**config.mk**
```make
export PLATFORM = sky130hd
export DESIGN_NAME = dram_refresh_seq
export DESIGN_NICKNAME = d
export VERILOG_FILES = /design/src/rtl/drfsh_pkg.sv /design/src/rtl/drfsh_timer.sv /design/src/rtl/drfsh_seq_fsm.sv /design/src/rtl/dram_refresh_seq.sv
export SDC_FILE = /design/constraint.sdc
export NUM_CORES = 1
export LEC_CHECK = 0
export CORE_UTILIZATION = 46
export DETAILED_ROUTE_END_ITERATION = 8
export MAX_ROUTING_LAYER = met4
export PLACE_DENSITY = 0.77
export SLEW_MARGIN = 15
export SYNTH_ARGS = -nofsm -noshare
export SYNTH_HDL_FRONTEND = slang
export SYNTH_HIERARCHICAL = 1
export SYNTH_SLANG_ARGS = --single-unit
```
**constraint.sdc**
```tcl
create_clock -name clk -period 2.3 [get_ports clk]
set_input_delay 0.46 -clock clk [delete_from_list [all_inputs] [get_ports clk]]
set_output_delay 0.46 -clock clk [all_outputs]
set_load 0.01 [all_outputs]
```
**src/rtl/drfsh_pkg.sv**
```systemverilog
package drfsh_pkg;

    typedef enum logic [1:0] {
        ST_IDLE,
        ST_CBR,
        ST_SD_CMD,
        ST_SD_REC
    } rf_state_e;

    // CBR cycle length in clocks for a cycle-length select value
    function automatic logic [3:0] cbr_len(input logic [1:0] sel);
        return 4'd4 + {1'b0, sel, 1'b0};
    endfunction

endpackage

```
**src/rtl/drfsh_timer.sv**
```systemverilog
module drfsh_timer #(
    parameter int TMR_W = 16
) (
    input  logic             clk,
    input  logic             rst_n,
    input  logic [TMR_W-1:0] reload_val,
    input  logic             start,
    output logic             pend
);

    logic [TMR_W-1:0] tmr;

    always_ff @(posedge clk) begin
        if (!rst_n) begin
            tmr  <= '0;
            pend <= 1'b0;
        end else if (reload_val == '0) begin
            tmr  <= '0;
            pend <= 1'b0;
        end else if (start) begin
            tmr  <= reload_val;
            pend <= 1'b0;
        end else if (tmr == '0) begin
            if (!pend) tmr <= reload_val;
        end else if (tmr == TMR_W'(1)) begin
            tmr  <= '0;
            pend <= 1'b1;
        end else begin
            tmr <= tmr - TMR_W'(1);
        end
    end

endmodule

```
**src/rtl/drfsh_seq_fsm.sv**
```systemverilog
module drfsh_seq_fsm
    import drfsh_pkg::*;
#(
    parameter int NUM_CS      = 4,
    parameter int SD_REC_CLKS = 3
) (
    input  logic              clk,
    input  logic              rst_n,
    input  logic              start,
    input  logic [NUM_CS-1:0] fp_mask,
    input  logic [NUM_CS-1:0] sd_mask,
    input  logic [1:0]        cyc_sel,
    output logic              busy,
    output logic [NUM_CS-1:0] cbr_cas_n,
    output logic [NUM_CS-1:0] cbr_ras_n,
    output logic [NUM_CS-1:0] sd_cs_n,
    output logic              sd_ras_n,
    output logic              sd_cas_n,
    output logic              sd_we_n
);

    localparam int CNT_W = (SD_REC_CLKS > 10) ? $clog2(SD_REC_CLKS + 1) : 4;

    rf_state_e         state, state_nx;
    logic [CNT_W-1:0]  cnt;
    logic [3:0]        len_q;
    logic [NUM_CS-1:0] fp_q, sd_q;
    logic [CNT_W-1:0]  cbr_last, cbr_half;

    assign cbr_last = CNT_W'(len_q) - CNT_W'(1);
    assign cbr_half = CNT_W'(len_q >> 1);

    // next-state decision
    always_comb begin
        state_nx = state;
        unique case (state)
            ST_IDLE: begin
                if (start) begin
                    if (|fp_mask)      state_nx = ST_CBR;
                    else if (|sd_mask) state_nx = ST_SD_CMD;
                end
            end
            ST_CBR: begin
                if (cnt == cbr_last) state_nx = (|sd_q) ? ST_SD_CMD : ST_IDLE;
            end
            ST_SD_CMD: state_nx = ST_SD_REC;
            ST_SD_REC: begin
                if (cnt == CNT_W'(SD_REC_CLKS - 1)) state_nx = ST_IDLE;
            end
            default: state_nx = ST_IDLE;
        endcase
    end

    // state register, phase counter and captured configuration
    always_ff @(posedge clk) begin
        if (!rst_n) begin
            state <= ST_IDLE;
            cnt   <= '0;
            len_q <= 4'd4;
            fp_q  <= '0;
            sd_q  <= '0;
        end else begin
            state <= state_nx;
            cnt   <= (state_nx != state) ? '0 : cnt + CNT_W'(1);
            if (state == ST_IDLE && start) begin
                len_q <= cbr_len(cyc_sel);
                fp_q  <= fp_mask;
                sd_q  <= sd_mask;
            end
        end
    end

    // strobe decode
    always_comb begin
        logic cas_on, ras_on, sd_on;
        cas_on    = (state == ST_CBR) && (cnt <= cbr_half);
        ras_on    = (state == ST_CBR) && (cnt != '0) && (cnt <= cbr_half);
        sd_on     = (state == ST_SD_CMD);
        busy      = (state != ST_IDLE);
        cbr_cas_n = ~(fp_q & {NUM_CS{cas_on}});
        cbr_ras_n = ~(fp_q & {NUM_CS{ras_on}});
        sd_cs_n   = ~(sd_q & {NUM_CS{sd_on}});
        sd_ras_n  = ~sd_on;
        sd_cas_n  = ~sd_on;
        sd_we_n   = 1'b1;
    end

endmodule

```
**src/rtl/dram_refresh_seq.sv**
```systemverilog
module dram_refresh_seq #(
    parameter int NUM_CS      = 4,
    parameter int TMR_W       = 16,
    parameter int SD_REC_CLKS = 3,
    localparam int CS_W       = $clog2(NUM_CS)
) (
    input  logic              clk,
    input  logic              rst_n,
    input  logic [TMR_W-1:0]  reload_val,
    input  logic [1:0]        cyc_sel,
    input  logic [NUM_CS-1:0] cs_is_dram,
    input  logic [NUM_CS-1:0] cs_is_sdram,
    input  logic              acc_active,
    input  logic [CS_W-1:0]   acc_cs,
    output logic              rfsh_busy,
    output logic [NUM_CS-1:0] cbr_cas_n,
    output logic [NUM_CS-1:0] cbr_ras_n,
    output logic [NUM_CS-1:0] sd_cs_n,
    output logic              sd_ras_n,
    output logic              sd_cas_n,
    output logic              sd_we_n
);

    logic [NUM_CS-1:0] fp_mask, sd_mask;
    logic              pend, start, dram_acc;

    for (genvar i = 0; i < NUM_CS; i++) begin : g_mask
        assign fp_mask[i] = cs_is_dram[i] & ~cs_is_sdram[i];
        assign sd_mask[i] = cs_is_dram[i] &  cs_is_sdram[i];
    end

    assign dram_acc = acc_active & cs_is_dram[acc_cs];
    assign start    = pend && (reload_val != '0) && !rfsh_busy && !dram_acc;

    drfsh_timer #(.TMR_W(TMR_W)) u_timer (
        .clk        (clk),
        .rst_n      (rst_n),
        .reload_val (reload_val),
        .start      (start),
        .pend       (pend)
    );

    drfsh_seq_fsm #(.NUM_CS(NUM_CS), .SD_REC_CLKS(SD_REC_CLKS)) u_fsm (
        .clk       (clk),
        .rst_n     (rst_n),
        .start     (start),
        .fp_mask   (fp_mask),
        .sd_mask   (sd_mask),
        .cyc_sel   (cyc_sel),
        .busy      (rfsh_busy),
        .cbr_cas_n (cbr_cas_n),
        .cbr_ras_n (cbr_ras_n),
        .sd_cs_n   (sd_cs_n),
        .sd_ras_n  (sd_ras_n),
        .sd_cas_n  (sd_cas_n),
        .sd_we_n   (sd_we_n)
    );

endmodule

```
==> summary.txt <==
Setup path
  – CP required: ~2.5 ns
  – Register-to-Register Path Depth: 6
  – R2r endpoint: u_timer/tmr[13]$_SDFFE_PP0P_
  – Worst Path Max Fanout: 4
  – Crit path kind: input pin to flip-flop
  – CP startpoint kind: input pin
  – Reg2reg setup slack: ~0.18 ns
  – Critical path arrival: around 2.4 ns
  – Crit. End Element: flip-flop
  – Worst r2r src: u_timer/tmr[4]$_SDFFE_PP0P_
  – Critical Path Sink: u_fsm/cnt[0]$_SDFF_PP0_
  – Worst setup startpoint: reload_val[9]

Final layout
  – Final-layout fill cell count: between 300 and 400
  – Nets: around 380
  – Final core utilization: between 70% and 80%
  – Area Growth Syn to Fin: 44.6%
  – Fraction of layout cells with a size suffix above 1: between 20% and 30%
  – N_diodes: 0

Routing
  – Iteration-0 DRC Markers: 169
  – Drt wl/cell: around 15 um
  – DR vias: between 2000 and 2500
  – DRT Wirelength: roughly 6 mm
  – Residual DRC count: 0
  – Final ANT Viol Nets: 0
  – Via-to-Cell Ratio: just under 6
  – Drt pass-1 iters: 4

Clock tree
  – H-tree depth: 2
  – Clk slew on worst S/H paths: around 0.070 ns
  – Clock buffer depth: 2
  – TritonCTS clock tree: yes
  – TritonCTS Sinks: 34
  – Root buffer cell: clkbuf_8
  – Clock Latency Late Sink: slightly below 0.3 ns
  – TritonCTS Buffers: 5
  – Quantity of hold-fixing buffers added after cts: 0

Floorplan
  – Placement Rows: 24
  – Initial Utilization: ~49%
  – Area of the die: just under 5000 um2
  – Die width: roughly 70 um
  – I/O pin count: 47
  – Core area: about 4400 um2
  – Chip Height: 70.3 um

Logic synthesis
  – Yosys reg bits: 34
  – Count leader, synth: nand2_1
  – Count of cell types in the netlist: 52
  – Syn avg cell area: between 8 and 9 um2
  – Number of synthesized flops with an enable pin: 0
  – Synth top cells by count: nand2_1, dfxtp_1, nor2_1, nor4_1
  – Most area-consuming cells after synthesis: dfxtp_1, nand2_1, ha_1
  – Post-synthesis cell area: roughly 2100 um2
  – Synth Flop Type: dfxtp_1
  – Syn Inst Count: 256
  – Top-area cell type share of the netlist area: roughly a third
  – YS warnings: 6
  – Post-synth top area cell: dfxtp_1
  – Share of flip-flops with an asynchronous set or reset: 0%
  – Seq/Total Area, Yosys: between 30% and 40%
  – Syn nets: 296

Min path
  – HP Class: flip-flop to flip-flop

Pwr
  – Tot Pwr: around 3000 uW
  – Maximum vdd drop: around 0.45 mV
  – Lkg Pwr: about 0.0013 uW
  – Power Density: ~1000 nW/um2

GRT
  – Initial antenna violation count: 0
  – Largest net degree at the start of global routing: 18
  – Global route overflow: 0
  – GRT Total Usage: between 20% and 30%
  – Global-route wire length before repair: approximately 9.9 mm
  – Vias in the first global route: 2181

Timing
  – Fmax: about 450 MHz
  – Slew HR: approximately three fifths
  – Period utilization: between 90% and 100%
  – Final hold vios: 0
  – Setup violators final: 0
  – Worst-margin pin slew: approximately 0.6 ns
  – Total negative slack: 0 ns
  – Max Slew Vio Count: 0
  – Min Clock Period, post-route: ~2.2 ns
  – Clock Skew: ~0.0053 ns
  – Setup ws final: about 0.065 ns

Placed design
  – Placer congestion estimate: between 0.8 and 0.9
  – Port Buffers: 45
  – Place WS: -0.428 ns
  – DP HPWL: 4.54 mm

Run status
  – Status: finished clean

Job
  – Max-cap violations: 0
[stage by stage]
step                      std cells  instance area, um2  hold WS (ns)
after floorplan                 256                2150         0.457
after global routing            395                3100         0.508
after CTS                       395                3010         0.490
after detailed placement        386                2940         0.480
after global placement          386                2940         0.471
final                           395                3100         0.486
[routing by layer]
metal | track usage (%) | part of all wire, % | wire [um]
met3 | 4.91 | 6.5 | 386
met2 | 40.7 | 49 | 2900
met5 | - | 0 | 0
met1 | 33.5 | 44 | 2590
met4 | 7.56 | 0.71 | 42
[area by class of cell]
type	instances	area [um2]	share of cell area (%)
multi-input combinational	199	1440	46.4
timing repair buffer	90	774	25.0
sequential	34	682	22.0
clock buffer	6	82.6	2.66
tap	52	65.1	2.10
inverter	12	45.0	1.45
clock inverter	2	12.5	0.404
[cells in the final DEF (no fill, tap or decap), drive strengths merged, types with 9 or more instances in the layout]
cell / n
dfxtp: 34
dlymetal6s2s: 9
buf: 53
inv: 12
a21boi: 11
ha: 9
nor4: 16
xor2: 12
nand2: 35
nor2: 18
clkdlybuf4s50: 28
a22oi: 12
[registers in the layout (all words and copies together), names as in the netlist]
register and cells:
u_fsm/fp_q 4, u_fsm/len_q 3, u_timer/pend 1, u_timer/tmr 16, u_fsm/sd_q 4, u_fsm/cnt 4, u_fsm/state 2
[critical path: stages]
cell	delay, ns
clkdlybuf4s50_1	0.42
nor4_1	0.31
nand4_1	0.16
and4b_1	0.22
nor3b_4	0.17
a221oi_2	0.26
a211oi_2	0.08
buf_4	0.17
nor4b_4	0.19
[kinds of logic after synthesis]
group	after synthesis	synth area share (%)
flops	34	31.7
compound gates	49	18.0
fa+ha+maj	9	5.25
simple gates	122	31.4
buf+inv	23	4.78
other cells	1	0.175
xor+xnor	17	7.58
mux	1	1.05
[worst min path at each step]
stage / to / cells past startpoint / slack (ns) / startpoint
2_1_floorplan: u_fsm/sd_q[3]$_SDFFE_PN0P_ / 2 / 0.46 / u_fsm/sd_q[3]$_SDFFE_PN0P_
3_3_place_gp: u_fsm/fp_q[3]$_SDFFE_PN0P_ / 2 / 0.47 / u_fsm/fp_q[3]$_SDFFE_PN0P_
3_5_place_dp: u_fsm/fp_q[3]$_SDFFE_PN0P_ / 2 / 0.48 / u_fsm/fp_q[3]$_SDFFE_PN0P_
4_1_cts: u_fsm/fp_q[3]$_SDFFE_PN0P_ / 2 / 0.49 / u_fsm/fp_q[3]$_SDFFE_PN0P_
5_1_grt: u_fsm/sd_q[2]$_SDFFE_PN0P_ / 2 / 0.51 / u_fsm/sd_q[2]$_SDFFE_PN0P_
6_report: u_fsm/fp_q[3]$_SDFFE_PN0P_ / 2 / 0.49 / u_fsm/fp_q[3]$_SDFFE_PN0P_
[power breakdown]
part,internal [uW],switching (uW)
Combinational,817,867
Sequential,737,138
Clock,240,221
Total,1790,1230
[repair_timing]
item / 4_1_cts / 5_1_grt
endpoints found under the hold margin: 0 / 0
pin swaps: 7 / 8
endpoints found under the setup margin: 12 / 35
gates resized for setup: 34 / 23
setup buffers: 1 / 0
No activity file was read; power rests on OpenSTA's default activity.
